<file path="config.mk">
export PLATFORM = sky130hd
export DESIGN_NAME = modrm_ea_gen
export DESIGN_NICKNAME = d
export VERILOG_FILES = /design/src/rtl/modrm_pkg.sv /design/src/rtl/modrm_byte_fsm.sv /design/src/rtl/modrm_ea_calc.sv /design/src/rtl/modrm_seg_sel.sv /design/src/rtl/modrm_ea_gen.sv
export SDC_FILE = /design/constraint.sdc
export NUM_CORES = 1
export LEC_CHECK = 0
export ABC_AREA = 1
export CORE_ASPECT_RATIO = 0.6
export CORE_MARGIN = 5
export CORE_UTILIZATION = 40
export CTS_BUF_LIST = sky130_fd_sc_hd__clkbuf_16
export DETAILED_ROUTE_END_ITERATION = 7
export HOLD_SLACK_MARGIN = 0.06
export PLACE_DENSITY = 0.68
export SLEW_MARGIN = 20
export SYNTH_ARGS = -nofsm -noshare
export SYNTH_HDL_FRONTEND = slang
export SYNTH_SLANG_ARGS = --single-unit
</file>
<file path="constraint.sdc">
create_clock -name clk -period 13.6 [get_ports clk]
set_clock_uncertainty 0.05 [all_clocks]
set_input_delay 2.72 -clock clk [delete_from_list [all_inputs] [get_ports clk]]
set_output_delay 2.72 -clock clk [all_outputs]
set_load 0.05 [all_outputs]
</file>
<file path="src/rtl/modrm_pkg.sv">
package modrm_pkg;
  typedef enum logic [1:0] {
    ST_IDLE = 2'd0,
    ST_DLO  = 2'd1,
    ST_DHI  = 2'd2,
    ST_CALC = 2'd3
  } st_e;

  localparam logic [1:0] SEG_ES = 2'd0;
  localparam logic [1:0] SEG_CS = 2'd1;
  localparam logic [1:0] SEG_SS = 2'd2;
  localparam logic [1:0] SEG_DS = 2'd3;

  localparam logic [1:0] MODE_NODISP = 2'b00;
  localparam logic [1:0] MODE_DISP8  = 2'b01;
  localparam logic [1:0] MODE_DISP16 = 2'b10;
  localparam logic [1:0] MODE_REG    = 2'b11;
  localparam logic [2:0] RM_DIRECT   = 3'b110;

  function automatic logic is_override(input logic [7:0] b);
    return (b[7:5] == 3'b001) && (b[2:0] == 3'b110);
  endfunction

  function automatic logic needs_disp(input logic [7:0] b);
    return (b[7:6] == MODE_DISP8) || (b[7:6] == MODE_DISP16) ||
           ((b[7:6] == MODE_NODISP) && (b[2:0] == RM_DIRECT));
  endfunction
endpackage

</file>
<file path="src/rtl/modrm_byte_fsm.sv">
module modrm_byte_fsm
  import modrm_pkg::*;
#(
  parameter int LAT = 4
) (
  input  logic       clk,
  input  logic       rst,
  input  logic       in_valid,
  input  logic [7:0] in_byte,
  input  logic       in_prefix,
  input  logic       in_word,
  input  logic       in_str,
  output logic       in_ready,
  output logic       fire,
  output logic       ovr_vld,
  output logic [1:0] ovr_seg,
  output logic [1:0] mode_q,
  output logic [2:0] rm_q,
  output logic       w_q,
  output logic       str_q,
  output logic [7:0] dlo_q,
  output logic [7:0] dhi_q
);
  localparam int CW = (LAT > 2) ? $clog2(LAT) : 1;
  localparam logic [CW-1:0] CNT_INIT = CW'(LAT - 1);

  st_e           st;
  logic [CW-1:0] cnt;
  logic          acc;

  assign in_ready = (st != ST_CALC);
  assign acc      = in_valid && in_ready;
  assign fire     = (st == ST_CALC) && (cnt == '0);

  always_ff @(posedge clk) begin
    if (rst) begin
      st      <= ST_IDLE;
      cnt     <= '0;
      ovr_vld <= 1'b0;
      ovr_seg <= SEG_DS;
      mode_q  <= MODE_NODISP;
      rm_q    <= '0;
      w_q     <= 1'b0;
      str_q   <= 1'b0;
      dlo_q   <= '0;
      dhi_q   <= '0;
    end else begin
      case (st)
        ST_IDLE: if (acc) begin
          if (in_prefix) begin
            if (is_override(in_byte)) begin
              ovr_vld <= 1'b1;
              ovr_seg <= in_byte[4:3];
            end
          end else begin
            mode_q <= in_byte[7:6];
            rm_q   <= in_byte[2:0];
            w_q    <= in_word;
            str_q  <= in_str;
            dlo_q  <= '0;
            dhi_q  <= '0;
            if (needs_disp(in_byte)) begin
              st <= ST_DLO;
            end else begin
              st  <= ST_CALC;
              cnt <= CNT_INIT;
            end
          end
        end
        ST_DLO: if (acc) begin
          dlo_q <= in_byte;
          if (mode_q == MODE_DISP8) begin
            st  <= ST_CALC;
            cnt <= CNT_INIT;
          end else begin
            st <= ST_DHI;
          end
        end
        ST_DHI: if (acc) begin
          dhi_q <= in_byte;
          st    <= ST_CALC;
          cnt   <= CNT_INIT;
        end
        ST_CALC: begin
          if (cnt == '0) begin
            st      <= ST_IDLE;
            ovr_vld <= 1'b0;
          end else begin
            cnt <= cnt - 1'b1;
          end
        end
        default: st <= ST_IDLE;
      endcase
    end
  end
endmodule

</file>
<file path="src/rtl/modrm_ea_calc.sv">
module modrm_ea_calc
  import modrm_pkg::*;
#(
  parameter int AW = 16
) (
  input  logic [1:0]    mode,
  input  logic [2:0]    rm,
  input  logic [7:0]    dlo,
  input  logic [7:0]    dhi,
  input  logic [AW-1:0] bx,
  input  logic [AW-1:0] bp,
  input  logic [AW-1:0] si,
  input  logic [AW-1:0] di,
  output logic [AW-1:0] ea,
  output logic          bp_based
);
  logic          direct;
  logic [AW-1:0] disp;
  logic [AW-1:0] base;

  assign direct = (mode == MODE_NODISP) && (rm == RM_DIRECT);

  always_comb begin
    case (mode)
      MODE_DISP8:  disp = {{(AW-8){dlo[7]}}, dlo};
      MODE_DISP16: disp = AW'({dhi, dlo});
      MODE_NODISP: disp = direct ? AW'({dhi, dlo}) : '0;
      default:     disp = '0;
    endcase
  end

  always_comb begin
    case (rm)
      3'd0:    base = bx + si;
      3'd1:    base = bx + di;
      3'd2:    base = bp + si;
      3'd3:    base = bp + di;
      3'd4:    base = si;
      3'd5:    base = di;
      3'd6:    base = direct ? '0 : bp;
      default: base = bx;
    endcase
  end

  assign ea       = base + disp;
  assign bp_based = !direct && ((rm == 3'd2) || (rm == 3'd3) || (rm == 3'd6));
endmodule

</file>
<file path="src/rtl/modrm_seg_sel.sv">
module modrm_seg_sel
  import modrm_pkg::*;
#(
  parameter int SW = 16
) (
  input  logic          ovr_vld,
  input  logic [1:0]    ovr_seg,
  input  logic          str_dst,
  input  logic          bp_based,
  input  logic [SW-1:0] es,
  input  logic [SW-1:0] cs,
  input  logic [SW-1:0] ss,
  input  logic [SW-1:0] ds,
  output logic [1:0]    sel,
  output logic [SW-1:0] val
);
  always_comb begin
    if (str_dst)       sel = SEG_ES;
    else if (ovr_vld)  sel = ovr_seg;
    else if (bp_based) sel = SEG_SS;
    else               sel = SEG_DS;
  end

  always_comb begin
    case (sel)
      SEG_ES:  val = es;
      SEG_CS:  val = cs;
      SEG_SS:  val = ss;
      default: val = ds;
    endcase
  end
endmodule

</file>
<file path="src/rtl/modrm_ea_gen.sv">
module modrm_ea_gen
  import modrm_pkg::*;
#(
  parameter int AW    = 16,
  parameter int SW    = 16,
  parameter int SHIFT = 4,
  parameter int LAT   = 4,
  localparam int PW   = SW + SHIFT
) (
  input  logic          clk,
  input  logic          rst,
  input  logic          in_valid,
  output logic          in_ready,
  input  logic [7:0]    in_byte,
  input  logic          in_prefix,
  input  logic          in_word,
  input  logic          in_str,
  input  logic [AW-1:0] reg_bx,
  input  logic [AW-1:0] reg_bp,
  input  logic [AW-1:0] reg_si,
  input  logic [AW-1:0] reg_di,
  input  logic [SW-1:0] seg_es,
  input  logic [SW-1:0] seg_cs,
  input  logic [SW-1:0] seg_ss,
  input  logic [SW-1:0] seg_ds,
  output logic          done,
  output logic          is_reg,
  output logic [2:0]    reg_idx,
  output logic          reg_word,
  output logic [AW-1:0] ea,
  output logic [1:0]    seg_sel,
  output logic [PW-1:0] phys
);
  logic          fire, ovr_vld, w_q, str_q, bp_based, reg_mode;
  logic [1:0]    ovr_seg, mode_q, sel_c;
  logic [2:0]    rm_q;
  logic [7:0]    dlo_q, dhi_q;
  logic [AW-1:0] ea_c;
  logic [SW-1:0] seg_val;
  logic [PW-1:0] phys_c;

  modrm_byte_fsm #(.LAT(LAT)) u_fsm (
    .clk(clk), .rst(rst), .in_valid(in_valid), .in_byte(in_byte),
    .in_prefix(in_prefix), .in_word(in_word), .in_str(in_str),
    .in_ready(in_ready), .fire(fire), .ovr_vld(ovr_vld), .ovr_seg(ovr_seg),
    .mode_q(mode_q), .rm_q(rm_q), .w_q(w_q), .str_q(str_q),
    .dlo_q(dlo_q), .dhi_q(dhi_q)
  );

  modrm_ea_calc #(.AW(AW)) u_calc (
    .mode(mode_q), .rm(rm_q), .dlo(dlo_q), .dhi(dhi_q),
    .bx(reg_bx), .bp(reg_bp), .si(reg_si), .di(reg_di),
    .ea(ea_c), .bp_based(bp_based)
  );

  modrm_seg_sel #(.SW(SW)) u_seg (
    .ovr_vld(ovr_vld), .ovr_seg(ovr_seg), .str_dst(str_q), .bp_based(bp_based),
    .es(seg_es), .cs(seg_cs), .ss(seg_ss), .ds(seg_ds),
    .sel(sel_c), .val(seg_val)
  );

  assign reg_mode = (mode_q == MODE_REG);
  assign phys_c   = {seg_val, {SHIFT{1'b0}}} + PW'(ea_c);

  always_ff @(posedge clk) begin
    if (rst) begin
      done     <= 1'b0;
      is_reg   <= 1'b0;
      reg_idx  <= '0;
      reg_word <= 1'b0;
      ea       <= '0;
      seg_sel  <= SEG_DS;
      phys     <= '0;
    end else begin
      done <= fire;
      if (fire) begin
        is_reg   <= reg_mode;
        reg_idx  <= reg_mode ? rm_q : 3'd0;
        reg_word <= reg_mode & w_q;
        ea       <= reg_mode ? '0 : ea_c;
        seg_sel  <= sel_c;
        phys     <= reg_mode ? '0 : phys_c;
      end
    end
  end
endmodule

</file>
Word level (Yosys, flattened, before mapping)
Index checks and enable logic that the tools add are counted.
W data, S select, Z words.
Cells by class
  shift operators: 0
  $lt $le $gt $ge: 0
  div/mod/pow operators: 0
  reduce and logical (&&, ||, !) cells: 27
  bitwise operators: 2
  eq/ne operators: 29
  multipliers: 0
  multiplexer cells: 36
  $add $sub $neg: 7
Operator list (number)
  $pmux W16 S7: 1
  $pmux W16 S3: 2
  $add A16 B16 Y16: 5
  $mux W16: 3
  $pmux W8 S2: 2
  $mux W2: 14
  $mux W8: 3
  $add A20 B16 Y20: 1
  $mux W20: 1
  $pmux W2 S4: 2
  $eq A2 B2 Y1 const B: 6
  $eq A3 B3 Y1 const B: 4
  $ne A2 B2 Y1 const B: 6
  $reduce_and A4 Y1: 3
  $logic_not A2 Y1: 5
  $ne A2 B1 Y1 const B: 5
  $reduce_and A5 Y1: 2
  $eq A2 B1 Y1 const B: 4
  $reduce_and A7 Y1: 1
  $eq A3 B1 Y1 const B: 2
  $eq A3 B2 Y1 const B: 2
  $logic_and A1 B1 Y1: 6
  $mux W1: 6
  $reduce_bool A2 Y1: 3
  other kinds (9): 12
Word-level totals
  memories: 0
  bits in writable memories: 0
  ROM bits: 0
  flip-flop bits (word level): 74
  bits in latches: 0
  output and inout bits: 45

Depth between registers and ports, before layout
Gate-level depths: netlist of run 1.
  depth after elaboration: 11
  mapped depth: 40
  gate-level depth less buffers: 39

By module
Synthesis of run 1 repeated with hierarchy kept, for this count alone.
Second synthesis, totals
  cell total of the unflattened synthesis: 1276
  area total of the unflattened synthesis: 7778.7 um^2
Modules (own cells, without submodules)
  modrm_ea_calc: instances 1, area an instance 3512.1 um^2, cells an instance 650
  modrm_ea_gen: instances 1, area an instance 2312.2 um^2, cells an instance 342
  modrm_byte_fsm: instances 1, area an instance 1368.8 um^2, cells an instance 181
  modrm_seg_sel: instances 1, area an instance 585.6 um^2, cells an instance 103

Worst setup path before layout of run 1
OpenSTA, ideal clock, no wires.
  kind: input to register
  start point: in reg_di[0]
  end point: reg phys[12]
  slack: 6771 ps
  buffers on the path: 0
  stages on the path: 32
  data required time: 13418 ps
  data arrival time: 6647 ps
  cell sequence: inv_1 > o21ai_0 > ha_1 > fa_1 > a21oi_1 > o21ai_0 > nand2_1 > nand2_1 > a21oi_1 > inv_1 > nor2_1 > o221ai_1 > o21ai_0 > inv_1 > ha_1 > nand2_1 > o21ai_0 > nand2_1 > nand2_1 > nand2_1 > nand2_1 > xor2_1 > ha_1 > nand2_1 > nand2_1 > a31oi_1 > nand2_1 > nand2_1 > o21ai_0 > or2_2 > nand3_1 > a21oi_1
Between the ends
  longest elaborated chain between the ends: 5
Ends and longest elaborated chain
  start, declared: line modrm_ea_gen.sv:21  | input logic [AW-1:0] reg_di,
  $add A16 B16 Y16 (on tied branches): line modrm_ea_calc.sv:37, modrm_ea_calc.sv:35
  $pmux W16 S7 (*): line modrm_ea_calc.sv:33  | case (rm)
  $add A16 B16 Y16 (*): line modrm_ea_calc.sv:45  | assign ea = base + disp;
  $add A20 B16 Y20 (*): line modrm_ea_gen.sv:63  | assign phys_c = {seg_val, {SHIFT{1'b0}}} + PW'(ea_c);
  $mux W20 (*): line modrm_ea_gen.sv:82  | phys <= reg_mode ? '0 : phys_c;
  end signal, assigned: line modrm_ea_gen.sv:82
  end, declared: line modrm_ea_gen.sv:32  | output logic [PW-1:0] phys
Mark *: on every way between the ends. The rest lies on a longest branch, timed or not.
A chain may end at the register's enable or synchronous reset.

Final worst setup path of run 1
  start point: in reg_si[0]
  end point: reg phys[15]
Between the ends
  longest elaborated chain between the ends: 5
Ends and longest elaborated chain
  start, declared: line modrm_ea_gen.sv:20  | input logic [AW-1:0] reg_si,
  $add A16 B16 Y16 (on tied branches): line modrm_ea_calc.sv:36, modrm_ea_calc.sv:34
  $pmux W16 S7 (*): line modrm_ea_calc.sv:33
  $add A16 B16 Y16 (*): line modrm_ea_calc.sv:45
  $add A20 B16 Y20 (*): line modrm_ea_gen.sv:63
  $mux W20 (*): line modrm_ea_gen.sv:82
Marks and branches as above.

==> impl_metrics.csv, run 1 <==
group,metric,value,unit
finish,top_regs,"ea (16), phys (16)",
logic_synthesis,syn_nets,1385,
hold_path,hp-start,"ea[14]",
timing,finalHoldViolations,0,
logic_synthesis,ys_types,48,
drt,wl_per_cell,15.9,um
logic_synthesis,avgSynthCellArea,6.13,um2
logic_synthesis,synth-seq-cells,70,
logic_synthesis,synth_top_area_share,0.194,
job,cap_violations,0,
floorplan,initial_core_util,0.403,
timing,maxSlewViolCount,0,
global_routing,grt_max_degree,59,
pwr,switchingPower,0.686,mW
timing,fin_crit,8.02,ns
global_routing,antenna_found_initial,0,
clocking,cts_tree,"built",
timing,setup_viol,0,
drt,detail-route-antenna-nets,0,
drt,routed_wl,25200,um
global_routing,grt_pass1_wl,39500,um
place,place_congestion,0.995,
logic_synthesis,netlist_top_cells_count,"nand2_1, inv_1, a21oi_1, o21ai_0, nor2_1",
pwr,pwr-share-seq,0.185,
floorplan,core_area,17900,um2
place,dp_hpwl,20700,um
drt,drt-pass1-iter-count,5,
pwr,report.power.total,1.36,mW
logic_synthesis,yosysSeqAreaShare,0.194,
clocking,postCtsSetupBuffers,0,
place,io_buffer_count,186,
logic_synthesis,synth-edff-count,0,
finish,design_area,9540,um2
pwr,clock_power_share,0.165,
finish,nFillCells,1822,
timing,finalCritPeriodShare,0.590,
critical_path,worst_ep_arrival_time,8.23,ns
critical_path,worstReg2RegStart,"u_fsm.rm_q[1]",
timing,rsz0062_at_grt,"no",
outcome,outcome,"finished, final reports clean",
critical_path,cpMostUsedCell,"nand2_1",
finish,syn_to_final_growth,32.5,%
clocking,clkSlewWorstSetupHoldPaths,0.06,ns
logic_synthesis,synth_top_area_cell,"dfxtp_1",
drt,vias,8431,
finish,fin_nets,1554,
logic_synthesis,yosysWarnings,0,
logic_synthesis,yosysMostFrequentCell,"nand2_1",
critical_path,crit_fanout,5,
timing,setup_tns,0,ns
timing,clock.fmax,125,MHz
pwr,power_density,142,nW/um2
logic_synthesis,synth_area,7210,um2
floorplan,dieArea,20900,um2
critical_path,critPathSlowestCell,"clkdlybuf4s50_1",
clocking,htreeDepth,3,
clocking,clkLatencyLatePin,0.34,ns
clocking,cts_root_buffer,"clkbuf_16",
place,placed_area,9260,um2
critical_path,startpoint_type,"primary input",
timing,tightest_slew,0.778,ns
logic_synthesis,synthCells,1175,
critical_path,crit_path_start,"reg_si[0]",
critical_path,crit_family,"compound AO/OA/AOI/OAI gates",
clocking,clockBufferDepth,2,
clocking,cts_hold_buf,0,
place,post-place-cells,1573,
drt,drc,0,
floorplan,fp.dieW,183,um
clocking,cts_resized,0,
floorplan,row_count,38,
global_routing,grt_usage,0.232,
finish,diodes,0,
clocking,cts_sinks,70,
critical_path,path_buf_inv,4,
pwr,power.leakage,4.23,nW
critical_path,cp_slowest_stage_delay,0.46,ns
drt,drt-initial-drc-count,856,
logic_synthesis,ys.flop_type,"dfxtp_1",
pwr,vdd_ir_drop_max,80.7,uV
timing,holdWs,0.416,ns
critical_path,required,13.81,ns
drt,via_per_inst,5.31,
clocking,numCtsBuffers,9,
global_routing,grt_overflow,0,
pwr,combPwrFrac,0.650,
pwr,cellInternalPower,0.674,mW
critical_path,crit_type,"primary input to flip-flop",
floorplan,die_h,114,um
finish,finalNonFillerCells,1589,
timing,relSlewSlack,0.476,
logic_synthesis,synthTopCellsByArea,"dfxtp_1, nand2_1, ha_1",
logic_synthesis,async_reset_ff_frac,0,
global_routing,grt_pass1_vias,7482,
critical_path,end_kind,"flip-flop",
hold_path,hp-class,"flip-flop to flip-flop",
finish,layout-drive-gt1-share,0.0489,
floorplan,ios,187,
pwr,swShare,0.505,
power by group through the flow:
stage               logic, mW  clock network (mW)  registers (mW)
floorplan               0.605                   0           0.282
CTS                     0.869               0.228           0.251
global route            0.988               0.238           0.255
global placement        0.860                   0           0.255
finish                  0.884               0.224           0.252
detailed placement      0.864                   0           0.256
cell usage in the layout, fill, tap and decap left out, drive strengths merged, types with 11 or more instances in the layout:
cell type | synthesis | routed
clkdlybuf4s50 | 0 | 185
dfxtp | 70 | 70
nand2 | 298 | 298
ha | 64 | 64
o211ai | 14 | 14
a21oi | 119 | 119
a22oi | 20 | 20
a31oi | 11 | 11
nor2 | 86 | 86
a221oi | 11 | 11
xor2 | 13 | 13
nor3 | 13 | 13
inv | 162 | 166
nand3 | 69 | 69
nand4 | 21 | 21
o21ai | 117 | 117
final timing paths:
check	end	slack, ns	depth (start not counted)
worst min register to register	ea[14]	0.42	2
worst max register to register	phys[15]	7.32	36
worst min-delay path	ea[14]	0.42	2
worst max-delay path	phys[15]	5.58	34
cells by family (layout without fill, tap and decap cells):
logic type      after synthesis  count (layout)  synth area share
simple gates                502             502             0.302
buf+inv                     201             375             0.108
compound gates              317             317             0.253
flops                        70              70             0.194
xor+xnor                     17              17            0.0207
fa+ha+maj                    68              68             0.122
per-layer routing:
metal	track usage	up-vias	wire length, um
li1	-	4299	-
met1	0.366	3796	12800
met2	0.315	315	9750
met3	0.0663	21	2400
met4	0.0293	0	201
met5	0	-	0
per-stage QoR:
stage	utilization	setup slack (ns)
floorplan	-	6.77
global placement	0.518	5.55
detailed placement	0.518	5.46
CTS	0.534	5.79
global route	0.534	5.03
finish	0.534	5.58
worst min-delay path: stages (launching register included):
cell,delay [ns]
dfxtp_1,0.31
nand2_1,0.06
a21oi_1,0.06
cell type report:
cell class	count	area (um2)	share of cell area
Multi-Input combinational cell	904	5030	0.527
Sequential cell	70	1400	0.147
Clock buffer	9	225	0.0236
Clock inverter	7	56.3	0.00590
Timing Repair Buffer	193	1910	0.200
Inverter	166	623	0.0653
Tap cell	240	300	0.0315
(Power assumes the default switching activity.)
==> inputs of run 2 (changes only) <==
- clock period: 13.6 -> 8.4 ns (I/O delays scaled with it)
==> run 2 against run 1 <==
Compared with the run above: final area grew 0.20%; critical endpoint unchanged; register-to-register slack worse by 5.4 ns; wire length is 0.43% higher; non-clock buffer count unchanged.
==> impl_metrics.csv, run 2 (synthesized netlist as in run 1, its figures left out) <==
group,metric,value,unit
timing,tightest_slew,0.791,ns
finish,finalNonFillerCells,1589,
finish,top_regs,"ea (16), phys (16)",
floorplan,core_area,17900,um2
timing,setup_viol,0,
critical_path,startpoint_type,"primary input",
pwr,power_density,232,nW/um2
critical_path,crit_type,"primary input to flip-flop",
drt,drt-initial-drc-count,1010,
timing,clock.fmax,144,MHz
critical_path,timing.rr.end,"phys[15]",
hold_path,hp-class,"flip-flop to flip-flop",
drt,routed_wl,25300,um
clocking,clkSlewWorstSetupHoldPaths,0.06,ns
clocking,postCtsSetupBuffers,0,
floorplan,fp.dieW,183,um
critical_path,rr_worst_depth,35,
drt,detail-route-antenna-nets,0,
timing,rsz0062_at_grt,"no",
global_routing,grt_pass1_wl,39300,um
global_routing,grt_pass1_vias,7452,
outcome,outcome,"finished, final reports clean",
finish,layout-drive-gt1-share,0.0497,
floorplan,ios,187,
finish,multiInputGateArea,5030,um2
finish,design_area,9560,um2
finish,nFillCells,1851,
critical_path,worstReg2RegStart,"u_fsm.rm_q[1]",
global_routing,grt_max_degree,59,
critical_path,path_buf_inv,4,
pwr,vdd_ir_drop_max,141,uV
critical_path,critPathSlowestCell,"clkdlybuf4s50_1",
clocking,cts_hold_buf,0,
finish,syn_to_final_growth,32.7,%
hold_path,hold_end,"phys[11]",
critical_path,worst_ep_arrival_time,7.18,ns
floorplan,dieArea,20900,um2
critical_path,crit_fanout,5,
clocking,numCtsBuffers,9,
global_routing,antenna_found_initial,0,
drt,drc,0,
critical_path,end_kind,"flip-flop",
timing,relSlewSlack,0.467,
drt,drt-pass1-iter-count,5,
clocking,cts_root_buffer,"clkbuf_16",
critical_path,cp_slowest_stage_delay,0.44,ns
clocking,clkLatencyLatePin,0.34,ns
pwr,power.leakage,4.24,nW
clocking,cts_sinks,70,
place,post-place-cells,1573,
place,placed_area,9260,um2
finish,final_common_cell,"nand2_1",
timing,setup_tns,0,ns
finish,regArea,1400,um2
critical_path,required,8.61,ns
global_routing,grt_overflow,0,
hold_path,hp-start,"phys[11]",
critical_path,cpMostUsedCell,"nand2_1",
drt,vias,8416,
clocking,cts_tree,"built",
critical_path,ff2ff_setup_slack,1.95,ns
finish,fin_nets,1554,
place,place_congestion,1.01,
timing,fin_crit,6.97,ns
floorplan,initial_core_util,0.403,
timing,maxSlewViolCount,0,
timing,finalCritPeriodShare,0.829,
clocking,clockBufferDepth,2,
job,cap_violations,0,
clocking,htreeDepth,3,
hold_path,hold_depth,2,
place,io_buffer_count,186,
clocking,cts_resized,0,
drt,wl_per_cell,15.9,um
floorplan,row_count,38,
timing,finalHoldViolations,0,
drt,via_per_inst,5.30,
place,dp_hpwl,20800,um
finish,diodes,0,
finish,mostFrequentLayoutCells,"nand2_1, clkdlybuf4s50_1, inv_1",
critical_path,crit_family,"compound AO/OA/AOI/OAI gates",
floorplan,die_h,114,um
global_routing,grt_usage,0.232,
==> run 2: cell count changes in the layout (fill, tap and decap cells not counted) <==
cell	previous run	this run
inv_8	1	3
inv_6	3	2
clkinv_8	0	1
clkinv_1	5	4
clkinvlp_4	2	1
==> run 2: routing by layer <==
metal | vias to the layer above | track usage | routed length, um
met1 | 3763 | 0.375 | 13100
met3 | 15 | 0.0504 | 2290
li1 | 4301 | - | -
met2 | 337 | 0.316 | 9780
met5 | - | 0 | 0
met4 | 0 | 0.0283 | 158
==> run 2: per-stage QoR <==
step / worst slack (ns) / hold WS [ns] / power, mW / utilization
global placement: 1.34 / 0.401 / 1.81 / 0.518
floorplan: 2.61 / 0.381 / 1.44 / -
detailed placement: 1.27 / 0.406 / 1.82 / 0.518
global route: 0.911 / 0.426 / 2.42 / 0.535
CTS: 1.58 / 0.416 / 2.21 / 0.535
finish: 1.43 / 0.413 / 2.22 / 0.535
==> run 2: worst max-delay path by stage <==
stage,from,endpoint,slack [ns],cells past startpoint
after floorplan,reg_di[0],phys[12],2.61,32
after global placement,reg_si[0],phys[15],1.34,34
after detailed placement,reg_si[0],phys[19],1.27,35
after CTS,reg_si[0],phys[19],1.58,35
after global routing,reg_si[0],phys[19],0.91,35
final,reg_si[0],phys[15],1.43,34
==> run 2: area by class of cell <==
class | count | area share
well taps | 240 | 0.0314
repair buffers | 193 | 0.200
multi-input cells | 904 | 0.526
inverters | 166 | 0.0652
clock buffers | 9 | 0.0236
clock inverters | 7 | 0.00785
flip-flops and latches | 70 | 0.147
==> run 2: tightest hold or removal path: cells and delay by family (launching register included) <==
kind / cells / cell delay [ns]
flops: 1 / 0.31
simple gates: 1 / 0.06
compound gates: 1 / 0.05
==> run 2: power by group <==
group / total [mW] / switching (mW) / internal, mW / leakage [nW]
Sequential: 0.408 / 0.0368 / 0.371 / 0.567
Combinational: 1.43 / 0.919 / 0.516 / 3.53
Clock: 0.380 / 0.170 / 0.211 / 0.145
==> inputs of run 3 (changes only) <==
- clock period: 8.4 -> 7.1 ns (I/O delays scaled with it)
==> run 3 against run 2 <==
Compared with the run above: non-clock buffer count up 4; clock power up 23%; sequential power up 18%; final area up 0.38%; flip-flop and latch count unchanged; combinational power up 20%; register-to-register slack worse by 1.2 ns; critical path depth unchanged; wire length up 1.2%; global-route usage up 0.25 points; power up 20%; largest cell class unchanged.
==> impl_metrics.csv, run 3 (synthesized netlist as in run 1, its figures left out) <==
group,metric,value,unit
outcome,outcome,"finished, final reports clean",
critical_path,crit_path_start,"reg_si[0]",
clocking,htreeDepth,3,
timing,setup_ws,0.561,ns
drt,via_per_inst,5.32,
floorplan,row_count,38,
drt,drt-initial-drc-count,878,
job,cap_violations,0,
place,place_ws,0.265,ns
critical_path,worst_ep_arrival_time,6.75,ns
critical_path,worstReg2RegStart,"u_fsm.rm_q[1]",
finish,multiInputGateArea,5030,um2
place,dp_hpwl,20900,um
finish,top_regs,"ea (16), phys (16)",
place,io_buffer_count,186,
timing,fin_crit,6.54,ns
hold_path,hp-start,"phys[11]",
critical_path,cp_slowest_stage_delay,0.44,ns
global_routing,grt_pass1_vias,7557,
timing,tightest_slew,0.871,ns
finish,diodes,0,
pwr,power_density,278,nW/um2
hold_path,hp-class,"flip-flop to flip-flop",
critical_path,crit_type,"primary input to flip-flop",
drt,drt-pass1-iter-count,5,
critical_path,cpMostUsedCell,"nand2_1",
finish,syn_to_final_growth,33.2,%
floorplan,initial_core_util,0.403,
pwr,power.leakage,4.25,nW
global_routing,grt_pass1_wl,39800,um
floorplan,fp.dieW,183,um
clocking,cts_root_buffer,"clkbuf_16",
critical_path,end_kind,"flip-flop",
drt,vias,8478,
drt,routed_wl,25600,um
global_routing,grt_max_degree,59,
clocking,cts_tree,"built",
finish,mostFrequentLayoutCells,"nand2_1, clkdlybuf4s50_1, inv_1",
critical_path,crit_fanout,4,
clocking,clkLatencyLatePin,0.34,ns
global_routing,grt_overflow,0,
global_routing,grt_usage,0.235,
clocking,clockBufferDepth,2,
timing,rsz0062_at_grt,"no",
floorplan,dieArea,20900,um2
finish,layout-drive-gt1-share,0.0525,
finish,fin_nets,1558,
timing,finalHoldViolations,0,
place,place_congestion,0.969,
floorplan,core_area,17900,um2
drt,detail-route-antenna-nets,0,
timing,finalCritPeriodShare,0.921,
finish,regArea,1400,um2
critical_path,required,7.31,ns
clocking,numCtsBuffers,9,
timing,maxSlewViolCount,0,
global_routing,antenna_found_initial,0,
timing,setup_viol,0,
timing,relSlewSlack,0.413,
drt,drc,0,
finish,nFillCells,1836,
clocking,postCtsSetupBuffers,0,
critical_path,critPathSlowestCell,"clkdlybuf4s50_1",
critical_path,startpoint_type,"primary input",
floorplan,die_h,114,um
clocking,cts_sinks,70,
timing,setup_tns,0,ns
drt,wl_per_cell,16.1,um
timing,clock.fmax,153,MHz
floorplan,ios,187,
clocking,clkSlewWorstSetupHoldPaths,0.06,ns
hold_path,hold_depth,2,
pwr,vdd_ir_drop_max,146,uV
critical_path,rr_worst_depth,34,
finish,final_common_cell,"nand2_1",
==> run 3: cell count changes in the layout (fill, tap and decap cells not counted) <==
cell / before / now
o21ai_0: 113 / 111
o21ai_1: 4 / 6
bufinv_16: 0 / 1
clkinvlp_4: 1 / 3
clkinv_8: 1 / 0
buf_4: 7 / 11
inv_8: 3 / 1
==> run 3: timing repair <==
item	CTS	global route
resized for setup	0	2
setup endpoints to repair	0	4
hold buffers	0	0
==> run 3: layout make-up <==
cell class,count,area share
Clock buffer,9,0.0235
Clock inverter,7,0.00847
Timing Repair Buffer,197,0.202
Sequential cell,70,0.146
Inverter,166,0.0649
Tap cell,240,0.0313
Multi-Input combinational cell,904,0.524
==> run 3: final timing paths <==
| path | endpoint | slack (ns) |
|---|---|---|
| setup reg to reg | phys[19] | 0.74 |
| setup / recovery | phys[15] | 0.56 |
| hold reg to reg | phys[11] | 0.41 |
| hold / removal | phys[11] | 0.41 |
==> run 3: per-layer routing <==
metal	global-route usage	up-vias	routed length, um
li1	-	4307	-
met1	0.374	3856	13200
met2	0.322	298	9900
met3	0.0529	17	2360
met4	0.0347	0	155
met5	0	-	0
==> run 3: stage by stage <==
step | instance area (um2) | hold WS (ns) | power (mW) | util | std cells
floorplan | 7210 | 0.381 | 1.70 | - | 1175
global placement | 9290 | 0.402 | 2.14 | 0.520 | 1577
detailed placement | 9290 | 0.406 | 2.16 | 0.520 | 1577
CTS | 9600 | 0.416 | 2.64 | 0.537 | 1593
global route | 9600 | 0.437 | 2.89 | 0.537 | 1593
finish | 9600 | 0.413 | 2.67 | 0.537 | 1593
==> run 3: report_power, final <==
part | internal (mW) | leakage (nW) | total (mW) | switching, mW
registers | 0.439 | 0.567 | 0.482 | 0.0435
clock network | 0.277 | 0.141 | 0.466 | 0.189
logic | 0.614 | 3.54 | 1.72 | 1.10
==> run 3: worst max-delay path: cells and delay by family <==
family / cells / cell delay [ns]
compound gates: 12 / 1.96
fa+ha+maj: 4 / 1.33
simple gates: 12 / 1.08
buf+inv: 5 / 0.69
xor+xnor: 1 / 0.29
